`src/rtl/fsup_pkg.sv`:
```
package fsup_pkg;
  typedef enum logic [1:0] {
    PH_HOLD = 2'd0,
    PH_WAKE = 2'd1,
    PH_RUN  = 2'd2
  } fsup_phase_e;
endpackage

```
`src/rtl/fsup_phase_ctl.sv`:
```
module fsup_phase_ctl
  import fsup_pkg::*;
(
  input  logic        clk_i,
  input  logic        rst_i,
  input  logic        sleep_i,
  input  logic        uvlo_i,
  input  logic        supply_ok_i,
  input  logic        mode_sel_i,
  output fsup_phase_e phase_o,
  output logic        uv_o,
  output logic        mode_o
);
  fsup_phase_e phase_q, phase_d;
  logic        uv_q, mode_q;
  logic        hold;

  assign hold = sleep_i | uvlo_i;

  always_comb begin
    phase_d = phase_q;
    if (hold)                                  phase_d = PH_HOLD;
    else if (phase_q == PH_HOLD)               phase_d = PH_WAKE;
    else if (phase_q == PH_WAKE && supply_ok_i) phase_d = PH_RUN;
  end

  always_ff @(posedge clk_i) begin
    if (rst_i) begin
      phase_q <= PH_WAKE;
      uv_q    <= 1'b0;
      mode_q  <= 1'b0;
    end else begin
      phase_q <= phase_d;
      uv_q    <= uvlo_i & ~sleep_i;
      if (phase_q != PH_RUN) mode_q <= mode_sel_i;
    end
  end

  assign phase_o = phase_q;
  assign uv_o    = uv_q;
  assign mode_o  = mode_q;


  wake_to_run_chk: assert property (@(posedge clk_i) disable iff (rst_i)
    (phase_q == PH_WAKE && supply_ok_i && !sleep_i && !uvlo_i) |=> (phase_q == PH_RUN));


  mode_frozen_chk: assert property (@(posedge clk_i) disable iff (rst_i)
    (phase_q == PH_RUN && $past(phase_q) == PH_RUN) |-> $stable(mode_q));
endmodule

```
`src/rtl/fsup_ocp_chan.sv`:
```
module fsup_ocp_chan #(
  parameter int DGL_HI_CYC = 400,
  parameter int DGL_LO_CYC = 275,
  parameter int RETRY_CYC  = 300000,
  localparam int MAXC = (RETRY_CYC > DGL_HI_CYC) ?
                        ((RETRY_CYC > DGL_LO_CYC) ? RETRY_CYC : DGL_LO_CYC) :
                        ((DGL_HI_CYC > DGL_LO_CYC) ? DGL_HI_CYC : DGL_LO_CYC),
  localparam int CW   = $clog2(MAXC + 1)
) (
  input  logic clk_i,
  input  logic rst_i,
  input  logic clr_i,
  input  logic ocp_i,
  input  logic lowref_i,
  output logic shut_o
);
  localparam logic [CW-1:0] HI_LAST    = CW'(DGL_HI_CYC - 1);
  localparam logic [CW-1:0] LO_LAST    = CW'(DGL_LO_CYC - 1);
  localparam logic [CW-1:0] RETRY_LAST = CW'(RETRY_CYC - 1);

  logic [CW-1:0] cnt_q;
  logic          shut_q;
  logic [CW-1:0] dgl_last;

  assign dgl_last = lowref_i ? LO_LAST : HI_LAST;

  always_ff @(posedge clk_i) begin
    if (rst_i || clr_i) begin
      cnt_q  <= '0;
      shut_q <= 1'b0;
    end else if (shut_q) begin
      if (cnt_q == RETRY_LAST) begin
        shut_q <= 1'b0;
        cnt_q  <= '0;
      end else begin
        cnt_q <= cnt_q + 1'b1;
      end
    end else if (ocp_i) begin
      if (cnt_q >= dgl_last) begin
        shut_q <= 1'b1;
        cnt_q  <= '0;
      end else begin
        cnt_q <= cnt_q + 1'b1;
      end
    end else begin
      cnt_q <= '0;
    end
  end

  assign shut_o = shut_q;


  shut_needs_flag_chk: assert property (@(posedge clk_i) disable iff (rst_i)
    $rose(shut_q) |-> $past(ocp_i));


  retry_hold_chk: assert property (@(posedge clk_i) disable iff (rst_i)
    (shut_q && cnt_q != RETRY_LAST && !clr_i) |=> shut_q);
endmodule

```
`src/rtl/bridge_fault_sup.sv`:
```
module bridge_fault_sup
  import fsup_pkg::*;
#(
  parameter int NB_BRIDGE  = 2,
  parameter int DGL_HI_CYC = 400,
  parameter int DGL_LO_CYC = 275,
  parameter int RETRY_CYC  = 300000
) (
  input  logic                 clk_i,
  input  logic                 rst_i,
  input  logic [NB_BRIDGE-1:0] ocp_i,
  input  logic                 ocp_lowref_i,
  input  logic                 otemp_i,
  input  logic                 uvlo_i,
  input  logic                 sleep_i,
  input  logic                 supply_ok_i,
  input  logic                 mode_sel_i,
  output logic [NB_BRIDGE-1:0] bridge_en_o,
  output logic                 logic_rst_o,
  output logic                 fault_n_o,
  output logic                 ready_o,
  output logic                 mode_o,
  output logic [NB_BRIDGE-1:0] ocp_stat_o,
  output logic                 ot_stat_o,
  output logic                 uv_stat_o,
  output logic                 wake_stat_o
);
  fsup_phase_e          phase;
  logic                 uv_q, ot_q, run, hold, chan_clr;
  logic [NB_BRIDGE-1:0] shut;

  assign hold     = sleep_i | uvlo_i;
  assign run      = (phase == PH_RUN);
  assign chan_clr = ~run | hold;

  fsup_phase_ctl u_phase (
    .clk_i       (clk_i),
    .rst_i       (rst_i),
    .sleep_i     (sleep_i),
    .uvlo_i      (uvlo_i),
    .supply_ok_i (supply_ok_i),
    .mode_sel_i  (mode_sel_i),
    .phase_o     (phase),
    .uv_o        (uv_q),
    .mode_o      (mode_o)
  );

  for (genvar b = 0; b < NB_BRIDGE; b++) begin : g_chan
    fsup_ocp_chan #(
      .DGL_HI_CYC (DGL_HI_CYC),
      .DGL_LO_CYC (DGL_LO_CYC),
      .RETRY_CYC  (RETRY_CYC)
    ) u_chan (
      .clk_i    (clk_i),
      .rst_i    (rst_i),
      .clr_i    (chan_clr),
      .ocp_i    (ocp_i[b]),
      .lowref_i (ocp_lowref_i),
      .shut_o   (shut[b])
    );
  end

  always_ff @(posedge clk_i) begin
    if (rst_i) ot_q <= 1'b0;
    else       ot_q <= run & otemp_i & ~hold;
  end

  // outputs are decoded only from flops, no input reaches them combinationally
  always_comb begin
    for (int b = 0; b < NB_BRIDGE; b++)
      bridge_en_o[b] = run & ~ot_q & ~shut[b];
  end
  assign ready_o     = run;
  assign logic_rst_o = ~run;
  assign fault_n_o   = ~(uv_q | ot_q | (|shut) | (phase == PH_WAKE));
  assign ocp_stat_o  = shut;
  assign ot_stat_o   = ot_q;
  assign uv_stat_o   = uv_q;
  assign wake_stat_o = (phase == PH_WAKE);


  sleep_quiet_chk: assert property (@(posedge clk_i) disable iff (rst_i)
    sleep_i |=> (fault_n_o && logic_rst_o && bridge_en_o == '0));


  uv_hold_chk: assert property (@(posedge clk_i) disable iff (rst_i)
    (uvlo_i && !sleep_i) |=> (!ready_o && !fault_n_o && ocp_stat_o == '0));


  ot_off_chk: assert property (@(posedge clk_i) disable iff (rst_i)
    (ready_o && otemp_i && !sleep_i && !uvlo_i) |=> (bridge_en_o == '0 && !fault_n_o));


  en_needs_ready_chk: assert property (@(posedge clk_i) disable iff (rst_i)
    (bridge_en_o != '0) |-> ready_o);
endmodule

```
`config.mk`:
```
export PLATFORM = sky130hd
export DESIGN_NAME = bridge_fault_sup
export DESIGN_NICKNAME = d
export VERILOG_FILES = /design/src/rtl/fsup_pkg.sv /design/src/rtl/fsup_phase_ctl.sv /design/src/rtl/fsup_ocp_chan.sv /design/src/rtl/bridge_fault_sup.sv
export SDC_FILE = /design/constraint.sdc
export NUM_CORES = 1
export LEC_CHECK = 0
export CAP_MARGIN = 20
export CORE_MARGIN = 2
export CORE_UTILIZATION = 30
export CTS_CLUSTER_DIAMETER = 200
export DETAILED_ROUTE_END_ITERATION = 8
export PLACE_DENSITY = 0.57
export SLEW_MARGIN = 10
export SYNTH_ARGS = -nofsm -noshare
export SYNTH_HDL_FRONTEND = slang
export SYNTH_SLANG_ARGS = --single-unit
```
`constraint.sdc`:
```
create_clock -name clk_i -period 3.4 [get_ports clk_i]
set_input_delay 0.68 -clock clk_i [delete_from_list [all_inputs] [get_ports clk_i]]
set_output_delay 0.68 -clock clk_i [all_outputs]
set_load 0.03 [all_outputs]
```
# Word level (Yosys, flattened, before mapping)
# Cells that the tools add are included.
[totals]
ff_bits = 45
input_bits = 10
out_inout_bits = 11
wordCells = 62
[classes]
add_sub_neg = 2
order_cmp = 2
eq_ne = 5
muxes = 20
bitwise = 18
reduce_logical = 6
[op_table]
columns = ["op", "count"]
rows = [
  ["19-bit 2-to-1 mux", 8],
  ["19-bit by 1-bit adder with 19-bit output, second input constant", 2],
  ["19-bit equality test, second input constant", 2],
  ["19-bit greater-or-equal comparator", 2],
  ["1-bit 2-to-1 mux", 11],
  ["8-bit 2-to-1 mux", 1],
  ["1-bit inverter", 7],
  ["1-bit AND", 6],
  ["1-bit OR", 5],
  ["3-bit nonzero test", 1],
  ["3-bit OR reduction", 1],
  ["2-bit by 1-bit equality test with 1-bit output, second input constant", 1],
  ["2-bit equality test, second input constant", 1],
  ["2-bit logical NOT", 1],
  ["2-bit inequality test, second input constant", 1],
  ["2-bit OR reduction", 1],
  ["1-bit logical AND", 1],
  ["1-bit logical OR", 1],
]

# Depth between registers and ports, before layout
# Gate-level depths: netlist (run 1).
[logic_depth]
depth_word = 5
mapped_depth = 9
depth_no_buf = 7

# By module
# A second synthesis (run 1) with hierarchy kept.
[unflattened]
cells_unflattened = 259
hier_area_um2 = 2289.7
[by_module_without_submodules]
columns = ["mod", "n_inst", "cells_per_inst", "area_each_um2", "seq_area_each_um2"]
rows = [
  ["fsup_ocp_chan", 2, 118, 1029.7, 400.4],
  ["fsup_phase_ctl", 1, 13, 146.4, 80.1],
  ["bridge_fault_sup", 1, 10, 83.8, 20.0],
]

# Worst setup path after synthesis (run 1)
# OpenSTA, ideal clock, no wires.
[synth_timing]
kind = "input to register"
from = "input port ocp_lowref_i"
to = "register g_chan[0].u_chan.cnt_q[11]"
setup_ns = 0.064
t_arrival_ns = 2.637
required_ns = 3.336
path_slack_ns = 0.699
path_stages = 9
n_path_buf = 2
path_cell_list = "inv_1 > ha_1 > a2111oi_4 > nor3_1 > or4_1 > o32a_1 > buf_6 > buf_12 > nor2_4"
[synth_via]
elab_chain_cells = 5
[synth_lines]
columns = ["item", "line_no", "rtl"]
rows = [
  ["from (decl)", "bridge_fault_sup.sv:12", "input logic ocp_lowref_i,"],
  ["8-bit 2-to-1 mux", "fsup_ocp_chan.sv:25", "assign dgl_last = lowref_i ? LO_LAST : HI_LAST;"],
  ["19-bit greater-or-equal comparator", "fsup_ocp_chan.sv:39", "if (cnt_q >= dgl_last) begin"],
  ["19-bit 2-to-1 mux", "fsup_ocp_chan.sv:39", ""],
  ["19-bit 2-to-1 mux", "fsup_ocp_chan.sv:38", "end else if (ocp_i) begin"],
  ["19-bit 2-to-1 mux", "fsup_ocp_chan.sv:31", "end else if (shut_q) begin"],
  ["to (signal assigned)", "fsup_ocp_chan.sv:36", "cnt_q <= cnt_q + 1'b1;"],
  ["to (signal assigned)", "fsup_ocp_chan.sv:43", "cnt_q <= cnt_q + 1'b1;"],
  ["to (decl)", "fsup_ocp_chan.sv:21", "logic [CW-1:0] cnt_q;"],
]
# Every way passes these cells.
# A chain may end at the register's enable or synchronous reset.

# Worst setup path after layout (run 1)
[layout_timing]
from = "input port ocp_lowref_i"
to = "register g_chan[0].u_chan.cnt_q[2]"
# The elaborated chain is that of the path after synthesis.

==> results.txt, run 1 <==
----------------------------------------------------
[Yosys]
  Number of warning messages in the yosys log ... 0
  Count of mapped cells out of synthesis ... 260
  Post-synthesis register bit count ... 45
  Netlist area before placement ... 2350 sq um
  Average cell area after synthesis ... about 9.1 sq um
  Leading area contributor after synthesis ... dfxtp_1
  Sequential-to-total area share from yosys stat ... 38.3%
  Synth top area share ... approximately two fifths
  Synth area leaders ... dfxtp_1 38%, xor2_1 8.6%, ha_1 6.4%
  Number of distinct library cells after synthesis ... 44
  Number of nets in the synthesized netlist ... 282

[Routing]
  Total routed wirelength ... roughly 4400 microns
  Routed length per instance ... between 10 and 15 microns
  Post-detailed-route count of antenna-violating nets ... 0
  Via-per-instance ratio ... 4.74
  Number of DRC markers in iteration 0 ... 74
  # DRC ... 0
  Via total after detailed routing ... 1815
  First-pass DRT Iterations ... 4

[Floorplan]
  Die W ... 92.6 microns
  DIE HEIGHT ... approximately 93 microns
  Core box area ... ~7600 sq um
  Full die area ... 8570 sq um
  Starting density of the core ... 30.8%
  Core Rows ... 32
  Ports ... 21

[Clock network]
  Clock tree from TritonCTS ... done
  CTS Buf Count ... 5
  Clock transition time at the flip-flop clock pins of the worst setup and hold paths ... 0.08 ns
  Number of hold buffers added after CTS ... 0
  Maximum level of the CTS H-tree ... 2
  Post CTS Setup Buffer Count ... 0
  Buffer type at the clock tree root ... clkbuf_8
  Sinks on the clock net ... 45
  Resized Gates After CTS ... 0
  Maximum number of buffers from clock root to sink ... 2
  Clock latency on the worst-skew pair ... 0.30 ns

[STA]
  Tightest Pin Transition ... 0.775 ns
  Post-route clock skew ... 0.00691 ns
  Hold slack ... 0.468 ns
  Final Setup Violations ... 0
  Tmin final ... approximately 2.9 ns
  Max-slew violation count ... 0
  Highest attainable clock frequency ... 0.342 GHz
  Number of endpoints with negative hold slack in the final report ... 0
  Total negative slack ... 0 ns
  Max-slew headroom ... 47.9%
  Setup repair after global routing missed its margin ... false
  Post-route fraction of the period consumed by the critical path ... 86.1%

[Status]
  Outcome ... finished, final reports clean

[Critical path]
  Worst path arrival time ... 3.16 ns
  Required @ worst endpoint ... approximately 3.6 ns
  Maximum fanout along the worst path ... 19
  Critical path startpoint category ... input port
  Type of the worst setup path ... in2reg
  Origin of the critical flop-to-flop path ... g_chan[0].u_chan.cnt_q[4]
  Worst setup startpoint ... ocp_lowref_i
  Setup crit end kind ... flip-flop

[Power and ir drop]
  IR Drop Worst-Case VDD ... 124 uV
  Post-layout total power ... 881 uW
  Static Leakage ... just under 0.0009 uW
  Total power density per cell area ... roughly 320 nW/um^2

[Finish]
  Number of antenna cells inserted ... 0
  # nets final ... 304
  Layout cell share with drive strength beyond 1 ... 9.25%
  Number of inserted filler cells in the final layout ... 789
  Multi-input gate area ... 1370 sq um
  Synthesis-to-layout area growth ... 15.9%
  Sequential cell area ... 901 sq um

[Global routing]
  Grt ovf ... 0
  Via count of the first global-routing pass ... approximately 1700
  Maximum number of pins on one net before global-route repair ... 20
  Overall fraction of global-route tracks in use ... a little under an eighth
  First-pass GRT wire length ... 7940 microns
  Initial antenna violation count ... 0

[Min path]
  Startpoint of the worst hold path ... u_phase.mode_o
  Kind of path behind the tightest hold check ... reg2reg

[Job]
  Max-cap violations ... 0

[Place]
  Count of input and output buffers ... 20
  Detail Placement HPWL ... 3310 microns
  Final GP Congestion ... 0.801

----------------------------------------------------
## cells by family after synthesis
kind of cell             share of synthesized area (%)
AO/OA/AOI/OAI                                     5.63
flip-flops                                        38.3
XOR/XNOR                                          12.6
AND/OR/NAND/NOR                                   33.3
adder cells (fa/ha/maj)                           6.38
buffers and inverters                             3.77
## per-stage QoR
step	cells	cell area, sq um	setup slack [ns]	util [%]
after CTS	383	2730	0.442	35.7
after detailed placement	377	2660	0.141	34.7
final	383	2730	0.473	35.7
after global routing	383	2730	0.311	35.7
after global placement	377	2660	0.176	34.7
after floorplan	260	2350	0.699	-
## layout by cell type, fill, tap and decap left out, types with 3 or more instances in the layout
master	netlist	layout
nor3_1	8	8
clkdlybuf4s50_1	0	20
nand2_1	22	22
nor4_1	9	9
nand2b_1	3	3
dfxtp_1	45	45
ha_1	12	12
nand3b_1	3	3
nor2_1	37	37
nor2_4	9	9
or4_1	3	3
nand4_1	10	10
inv_1	7	7
xnor2_1	11	11
nand4b_1	3	3
a21oi_1	5	5
xor2_1	23	23
clkbuf_8	0	5
nand3_1	15	15
nor2b_1	3	3
## sequential cells by signal (all words and copies together) (netlist names)
name / flops
u_phase.phase_o: 2
u_phase.uv_o: 1
u_phase.mode_o: 1
ot_stat_o: 1
g_chan.u_chan.cnt_q: 38
g_chan.u_chan.shut_o: 2
## layer usage
layer,routed length [microns],GRT usage [%]
met5,0,0
met4,43,2.99
met3,176,3.01
met2,1920,18.0
met1,2280,15.2
## worst max-delay path: stages
cell and delay [ns]:
clkdlybuf4s50_1 0.48, inv_1 0.09, ha_1 0.35, a2111oi_4 0.29, nor3_1 0.06, or4_1 0.52
o32a_1 0.38, buf_12 0.18, nor2_1 0.10
## path summary, 6_finish.rpt
| check | endpoint | slack (ns) | cells after the start |
|---|---|---|---|
| setup / recovery | g_chan[0].u_chan.cnt_q[2] | 0.47 | 9 |
| hold / removal | u_phase.mode_o | 0.47 | 2 |
| setup reg to reg | g_chan[0].u_chan.cnt_q[2] | 1.10 | 7 |
| hold reg to reg | u_phase.mode_o | 0.47 | 2 |
## synthesized netlist by cell type (all sizes together)
library cell and instances:
and3 2, inv 7, xor2 23, and4 2
a211o 1, buf 5, or2b 1, or4 3
o2111a 1, nor3 8, and4b 1, nand3b 3
a21oi 5, o21ai 1, nand2b 3, nor2b 3
or3b 1, clkbuf 3, nand4 10, nor2 47
o221a 1, nor3b 2, a32oi 1, nand3 15
a31o 1, xnor2 11, nor4 10, nor4bb 1
or3 1, and2 1, nand2 22, nand4b 3
or2 1, ha 12, o32a 1, a2111oi 2
dfxtp 45
## power breakdown
group          internal [uW]  total [uW]  leakage [uW]  switching [uW]
clock network            135         307     0.0000399             172
logic                   22.7        43.9      0.000475            21.2
registers                529         530      0.000363            1.29
total                    687         881      0.000878             194
## cell type report
cell class,count,area share (%)
well taps,102,4.68
inverters,7,0.963
multi-input cells,200,50.0
repair buffers,23,8.62
clock buffers,5,2.52
flip-flops and latches,45,33.0
clock inverters,1,0.183
Power figures use the tool's default switching activity.
==> run 2: changes to the inputs <==
--- a/config.mk
+++ b/config.mk
@@ -6,11 +6,11 @@
 export NUM_CORES = 1
 export LEC_CHECK = 0
 export CAP_MARGIN = 20
-export CORE_MARGIN = 2
 export CORE_UTILIZATION = 30
 export CTS_CLUSTER_DIAMETER = 200
 export DETAILED_ROUTE_END_ITERATION = 8
 export PLACE_DENSITY = 0.57
+export SKIP_CTS_REPAIR_TIMING = 1
 export SLEW_MARGIN = 10
 export SYNTH_ARGS = -nofsm -noshare
 export SYNTH_HDL_FRONTEND = slang
==> run 2 against run 1 <==
Non-clock buffer count did not move. Sequential power hardly changed. Largest cell class unchanged. Clock-buffer cell count increased by 3. Combinational power about the same. Die area decreased by 4.3%. Critical path type unchanged. Largest power group unchanged. Fmax fell by 0.63%.
==> results.txt, run 2 (synthesis gave the netlist of run 1 again) <==
----------------------------------------------------
[Finish]
  Fin cells ... 382 (-0.26%)
  Highest-count cells in the layout ignoring fill and taps ... 45 x dfxtp_1, 37 x nor2_1, 23 x xor2_1
  Largest register FFs ... 38 (unchanged)
  # nets final ... 304 (unchanged)
  Layout cell share with drive strength beyond 1 ... 8.83% (-0.42 points)
  Reg with most FFs ... g_chan.u_chan.cnt_q
  Most common library cell in the layout ignoring fill and taps ... dfxtp_1
  Synthesis-to-layout area growth ... 16.0% (about the same)
  Number of antenna cells inserted ... 0 (unchanged)
  Final cell area excluding filler cells ... 2730 sq um (about the same)
  Multi-input gate area ... 1370 sq um (unchanged)
  Final Core Density ... 36.9% (+1.2 points)
  Sequential cell area ... 901 sq um (unchanged)
  Number of inserted filler cells in the final layout ... 736 (-6.7%)

[Critical path]
  Cell with the biggest individual delay on the critical path ... or4_1
  Required @ worst endpoint ... 3.63 ns (about the same)
  Delay of the slowest cell on the worst path ... 0.51 ns (about the same)
  Critical path startpoint category ... input port
  Worst path arrival time ... 3.18 ns (+0.02 ns)
  Worst setup startpoint ... ocp_lowref_i
  Type of the worst setup path ... in2reg
  Origin of the critical flop-to-flop path ... g_chan[0].u_chan.cnt_q[4]
  Cell-by-cell trace of the critical path ... clkdlybuf4s50_1 > inv_1 > ha_1 > a2111oi_4 > nor3_1 > or4_1 > o32a_1 > buf_12 > nor2_1
  Maximum fanout along the worst path ... 19 (unchanged)
  Worst Reg2Reg Path Length in Cells ... 7 (unchanged)
  Setup crit end kind ... flip-flop

[Floorplan]
  Core box area ... 7410 sq um (-3.1%)
  Starting density of the core ... 31.8% (+0.99 points)
  Die W ... 90.6 microns (-2.2%)
  Ports ... 21 (unchanged)
  Full die area ... 8210 sq um (-4.3%)
  DIE HEIGHT ... 90.6 microns (-2.2%)
  Core Rows ... 31 (-3.1%)

[Power and ir drop]
  IR Drop Worst-Case VDD ... 114 uV (-8.4%)
  Net Sw Frac ... 21.6% (-0.39 points)
  Internal power component ... 698 uW (+1.6%)
  Post-layout total power ... 890 uW (+1.1%)
  Static Leakage ... 0.000877 uW (about the same)
  Switching component of the power ... 193 uW (-0.73%)
  Relative contribution of the clock network to total power ... 35.5% (+0.7 points)
  Power share of the combinational group ... 5.0% (about the same)
  Sequential Power Share ... 59.5% (-0.7 points)
  Total power density per cell area ... 326 nW/um^2 (+0.97%)

[Global routing]
  Most utilized layer in the global route result ... met2
  Grt ovf ... 0 (unchanged)
  Met2 Resource Use GR ... 17.9% (-0.076 points)
  Overall fraction of global-route tracks in use ... 12.0% (+0.66 points)
  Met1 layer usage reported by global route ... 16.3% (+1.2 points)
  Maximum number of pins on one net before global-route repair ... 20 (unchanged)
  First-pass GRT wire length ... 8040 microns (+1.3%)
  Via count of the first global-routing pass ... 1736 (-0.058%)
  Met3 demand-to-capacity share in global routing ... 3.28% (+0.27 points)
  Initial antenna violation count ... 0 (unchanged)

[STA]
  Post-route fraction of the period consumed by the critical path ... 86.6% (+0.55 points)
  Number of endpoints with negative hold slack in the final report ... 0 (unchanged)
  Post-route clock skew ... 0.00431 ns (-0.00261 ns)
  Max-slew headroom ... 52.4% (+4.5 points)
  Setup repair after global routing missed its margin ... false
  Highest attainable clock frequency ... 0.339 GHz (-0.63%)
  Final Setup Violations ... 0 (unchanged)
  Max-slew violation count ... 0 (unchanged)
  Total negative slack ... 0 ns (unchanged)
  Tightest Pin Transition ... 0.708 ns (-0.0668 ns)
  Tmin final ... 2.95 ns (+0.0186 ns)

[Min path]
  Startpoint of the worst hold path ... u_phase.mode_o
  Cell count of the worst hold path ... 2 (unchanged)
  Kind of path behind the tightest hold check ... reg2reg

[Place]
  Area after detailed placement ... 2650 sq um (-0.14%)
  Count of input and output buffers ... 20 (unchanged)
  Detail Placement HPWL ... 3280 microns (-0.99%)
  Final GP Congestion ... 0.763 (-4.8%)
  # placed instances ... 374 (-0.80%)

[Clock network]
  CTS Buf Count ... 5 (unchanged)
  Maximum number of buffers from clock root to sink ... 2 (unchanged)
  Buffer type at the clock tree root ... clkbuf_8
  Maximum level of the CTS H-tree ... 2 (unchanged)
  Clock transition time at the flip-flop clock pins of the worst setup and hold paths ... 0.08 ns (about the same)
  Sinks on the clock net ... 45 (unchanged)
  Clock latency on the worst-skew pair ... 0.29 ns (about the same)
  Clock tree from TritonCTS ... done

[Routing]
  Number of DRC markers in iteration 0 ... 86 (+16%)
  # DRC ... 0 (unchanged)
  First-pass DRT Iterations ... 4 (unchanged)
  Routed length per instance ... 11.7 microns (+1.7%)
  Via-per-instance ratio ... 4.80 (+1.4%)
  Post-detailed-route count of antenna-violating nets ... 0 (unchanged)
  Total routed wirelength ... 4480 microns (+1.5%)
  Via total after detailed routing ... 1835 (+1.1%)

[Status]
  Outcome ... finished, final reports clean

[Job]
  Max-cap violations ... 0 (unchanged)

----------------------------------------------------
[run 2: cell types whose count changed in the layout (fill, tap and decap cells not counted), sizes merged]
cell / before / now
clkbuf: 5 / 8
clkinv: 1 / 0
[run 2: worst max-delay path, delay by kind of cell]
family / cells / cell delay [ns]
and+or+nand+nor: 3 / 0.69
AOI/OAI and AO/OA: 2 / 0.68
adders and majority gates: 1 / 0.35
buffers and inverters: 3 / 0.76
[run 2: cell type report]
class	count	area share, %
inverter	7	0.962
clock buffer	8	2.93
multi-input combinational	200	50.0
sequential	45	33.0
tap	99	4.54
timing repair buffer	23	8.61
[run 2: path summary, 6_finish.rpt]
| check | end | slack [ns] |
|---|---|---|
| setup / recovery | g_chan[0].u_chan.cnt_q[5] | 0.45 |
| hold reg to reg | u_phase.mode_o | 0.47 |
| setup reg to reg | g_chan[0].u_chan.cnt_q[5] | 1.09 |
| hold / removal | u_phase.mode_o | 0.47 |
[run 2: power by group through the flow]
stage	clock, uW	sequential, uW	combinational, uW
final	316	530	44.2
after global routing	357	530	48.2
after CTS	332	530	44.7
after detailed placement	0	543	44.2
after global placement	0	542	44.1
after floorplan	0	545	17.8
[run 2: layer usage]
| metal | wire length [microns] | share of wire, % | vias up |
|---|---|---|---|
| met4 | 65 | 1.4 | 0 |
| li1 | - | - | 948 |
| met1 | 2290 | 51 | 842 |
| met3 | 222 | 5.0 | 7 |
| met5 | 0 | 0 | - |
| met2 | 1900 | 42 | 38 |
[run 2: stage by stage]
stage                     hold slack (ns)  setup slack, ns
after floorplan                     0.430            0.699
after global placement              0.443            0.178
after detailed placement            0.458            0.139
after CTS                           0.474            0.443
after global routing                0.511            0.281
final                               0.468            0.454
==> run 3: changes to the inputs <==
--- a/config.mk
+++ b/config.mk
@@ -7,6 +7,7 @@
 export LEC_CHECK = 0
 export CAP_MARGIN = 20
 export CORE_UTILIZATION = 30
+export CTS_BUF_LIST = sky130_fd_sc_hd__clkbuf_8 sky130_fd_sc_hd__clkbuf_16
 export CTS_CLUSTER_DIAMETER = 200
 export DETAILED_ROUTE_END_ITERATION = 8
 export PLACE_DENSITY = 0.57
==> run 3 against run 2 <==
Critical path depth stayed put. Die area stayed put. Clock power is 2% lower. Non-clock buffer count stayed put. Via count is 0.16% lower. Sequential share of layout area stayed put. Clock skew is 0.00063 ns higher. Critical path type unchanged.
==> results.txt, run 3 (synthesis gave the netlist of run 1 again) <==
----------------------------------------------------
[Critical path]
  Buffers plus inverters on the worst setup path ... 3 (unchanged)
  Endpoint of the lowest-slack register-to-register path ... g_chan[0].u_chan.cnt_q[5]
  Delay of the slowest cell on the worst path ... 0.51 ns (about the same)
  Required @ worst endpoint ... 3.63 ns (about the same)
  Cell-by-cell trace of the critical path ... clkdlybuf4s50_1 > inv_1 > ha_1 > a2111oi_4 > nor3_1 > or4_1 > o32a_1 > buf_12 > nor2_1
  Setup crit end kind ... flip-flop
  Worst Reg2Reg Path Length in Cells ... 7 (unchanged)
  Cell with the biggest individual delay on the critical path ... or4_1
  Origin of the critical flop-to-flop path ... g_chan[0].u_chan.cnt_q[4]
  Worst path arrival time ... 3.18 ns (about the same)
  Critical path startpoint category ... input port
  Type of the worst setup path ... in2reg
  R2r setup slk ... 1.09 ns (about the same)
  Maximum fanout along the worst path ... 19 (unchanged)
  Top cell family by delay on the critical path ... buffers and inverters

[Finish]
  Layout cell share with drive strength beyond 1 ... 8.83% (unchanged)
  Reg with most FFs ... g_chan.u_chan.cnt_q
  Number of inserted filler cells in the final layout ... 736 (unchanged)
  Fin cells ... 382 (unchanged)
  Synthesis-to-layout area growth ... 16.0% (unchanged)
  Number of antenna cells inserted ... 0 (unchanged)
  # nets final ... 304 (unchanged)
  Highest-count cells in the layout ignoring fill and taps ... 45 x dfxtp_1, 37 x nor2_1, 23 x xor2_1
  Most common library cell in the layout ignoring fill and taps ... dfxtp_1
  Largest register FFs ... 38 (unchanged)

[Global routing]
  Via count of the first global-routing pass ... 1736 (unchanged)
  First-pass GRT wire length ... 8040 microns (unchanged)
  Initial antenna violation count ... 0 (unchanged)
  Maximum number of pins on one net before global-route repair ... 20 (unchanged)
  Grt ovf ... 0 (unchanged)
  Overall fraction of global-route tracks in use ... 12.0% (unchanged)

[Routing]
  Via-per-instance ratio ... 4.80 (-0.16%)
  Sum of routed wire segments on met1 ... 2290 microns (about the same)
  First-pass DRT Iterations ... 4 (unchanged)
  Routed length on met3 ... 225 microns (+1.4%)
  Via total after detailed routing ... 1832 (-0.16%)
  Routed length on met2 ... 1900 microns (-0.37%)
  Total routed wirelength ... 4480 microns (about the same)
  Routed length per instance ... 11.7 microns (about the same)
  Number of DRC markers in iteration 0 ... 87 (+1.2%)
  # DRC ... 0 (unchanged)
  Highest routed metal layer ... met4
  Post-detailed-route count of antenna-violating nets ... 0 (unchanged)

[STA]
  Number of endpoints with negative hold slack in the final report ... 0 (unchanged)
  Max-slew headroom ... 52.4% (unchanged)
  Highest attainable clock frequency ... 0.340 GHz (about the same)
  Final Setup Violations ... 0 (unchanged)
  Post-route fraction of the period consumed by the critical path ... 86.6% (about the same)
  Tmin final ... 2.94 ns (-0.00175 ns)
  Post-route clock skew ... 0.00494 ns (+0.000631 ns)
  Crit path setup slack, layout ... 0.456 ns (+0.00175 ns)
  Setup repair after global routing missed its margin ... false
  Max-slew violation count ... 0 (unchanged)
  Tightest Pin Transition ... 0.708 ns (unchanged)
  Total negative slack ... 0 ns (unchanged)

[Clock network]
  Maximum number of buffers from clock root to sink ... 2 (unchanged)
  Clock transition time at the flip-flop clock pins of the worst setup and hold paths ... 0.08 ns (about the same)
  Clock latency on the worst-skew pair ... 0.29 ns (about the same)
  CTS Buf Count ... 5 (unchanged)
  Clock tree from TritonCTS ... done
  Buffer type at the clock tree root ... clkbuf_8
  Sinks on the clock net ... 45 (unchanged)
  Maximum level of the CTS H-tree ... 2 (unchanged)

[Status]
  Outcome ... finished, final reports clean

[Floorplan]
  Full die area ... 8210 sq um (unchanged)
  Ports ... 21 (unchanged)
  Die W ... 90.6 microns (unchanged)
  DIE HEIGHT ... 90.6 microns (unchanged)
  Starting density of the core ... 31.8% (unchanged)
  Core box area ... 7410 sq um (unchanged)
  Core Rows ... 31 (unchanged)

[Power and ir drop]
  Static Leakage ... 0.000890 uW (+1.4%)
  Total power density per cell area ... 323 nW/um^2 (-0.81%)
  Post-layout total power ... 883 uW (-0.81%)
  IR Drop Worst-Case VDD ... 114 uV (+0.35%)

[Min path]
  Kind of path behind the tightest hold check ... reg2reg
  Cell count of the worst hold path ... 2 (unchanged)
  Hold-critical path endpoint ... u_phase.mode_o
  Startpoint of the worst hold path ... u_phase.mode_o

[Job]
  Max-cap violations ... 0 (unchanged)

[Place]
  Setup WS pre-CTS ... 0.139 ns (unchanged)
  Final GP Congestion ... 0.763 (unchanged)
  # placed instances ... 374 (unchanged)
  Count of input and output buffers ... 20 (unchanged)
  Detail Placement HPWL ... 3280 microns (unchanged)

----------------------------------------------------
## run 3: changes by cell type in the layout (fill, tap and decap cells not counted), sizes merged
cell,before,now
inv,7,10
clkbuf,8,5
## run 3: worst max path at each step
stage,start,to,slack [ns],cells after the start
global placement,ocp_lowref_i,g_chan[0].u_chan.cnt_q[1],0.18,9
detailed placement,ocp_lowref_i,g_chan[0].u_chan.cnt_q[5],0.14,9
floorplan,ocp_lowref_i,g_chan[0].u_chan.cnt_q[11],0.70,9
global route,ocp_lowref_i,g_chan[0].u_chan.cnt_q[4],0.28,9
finish,ocp_lowref_i,g_chan[0].u_chan.cnt_q[5],0.46,9
CTS,ocp_lowref_i,g_chan[0].u_chan.cnt_q[5],0.44,9
## run 3: power breakdown
part / total (uW) / internal (uW) / switching, uW
logic: 44.2 / 22.8 / 21.4
registers: 530 / 529 / 1.22
clock network: 309 / 137 / 172
## run 3: area by class of cell
class                      instances  area [sq um]  share of cell area, %
clock buffer                       5          68.8                   2.52
clock inverter                     3          11.3                  0.412
inverter                           7          26.3                  0.962
multi-input combinational        200          1370                   50.0
sequential                        45           901                   33.0
tap                               99           124                   4.54
timing repair buffer              23           235                   8.61
## run 3: through the flow
step                      area (sq um)  hold WS [ns]  util (%)
after floorplan                   2350         0.430         -
after global placement            2650         0.443      35.8
after detailed placement          2650         0.458      35.8
after CTS                         2730         0.474      36.9
after global routing              2730         0.511      36.9
final                             2730         0.468      36.9
## run 3: worst register-to-register path, cell delays in order (launching register included)
cell and delay [ns]:
dfxtp_1 0.40, ha_1 0.29, a2111oi_4 0.30, nor3_1 0.07, or4_1 0.51, o32a_1 0.38
buf_12 0.18, nor2_1 0.12
## run 3: routing by layer
metal / GRT usage (%) / vias to the layer above
li1: - / 948
met1: 16.3 / 837
met2: 17.9 / 40
met3: 3.28 / 7
met4: 4.30 / 0
met5: 0 / -
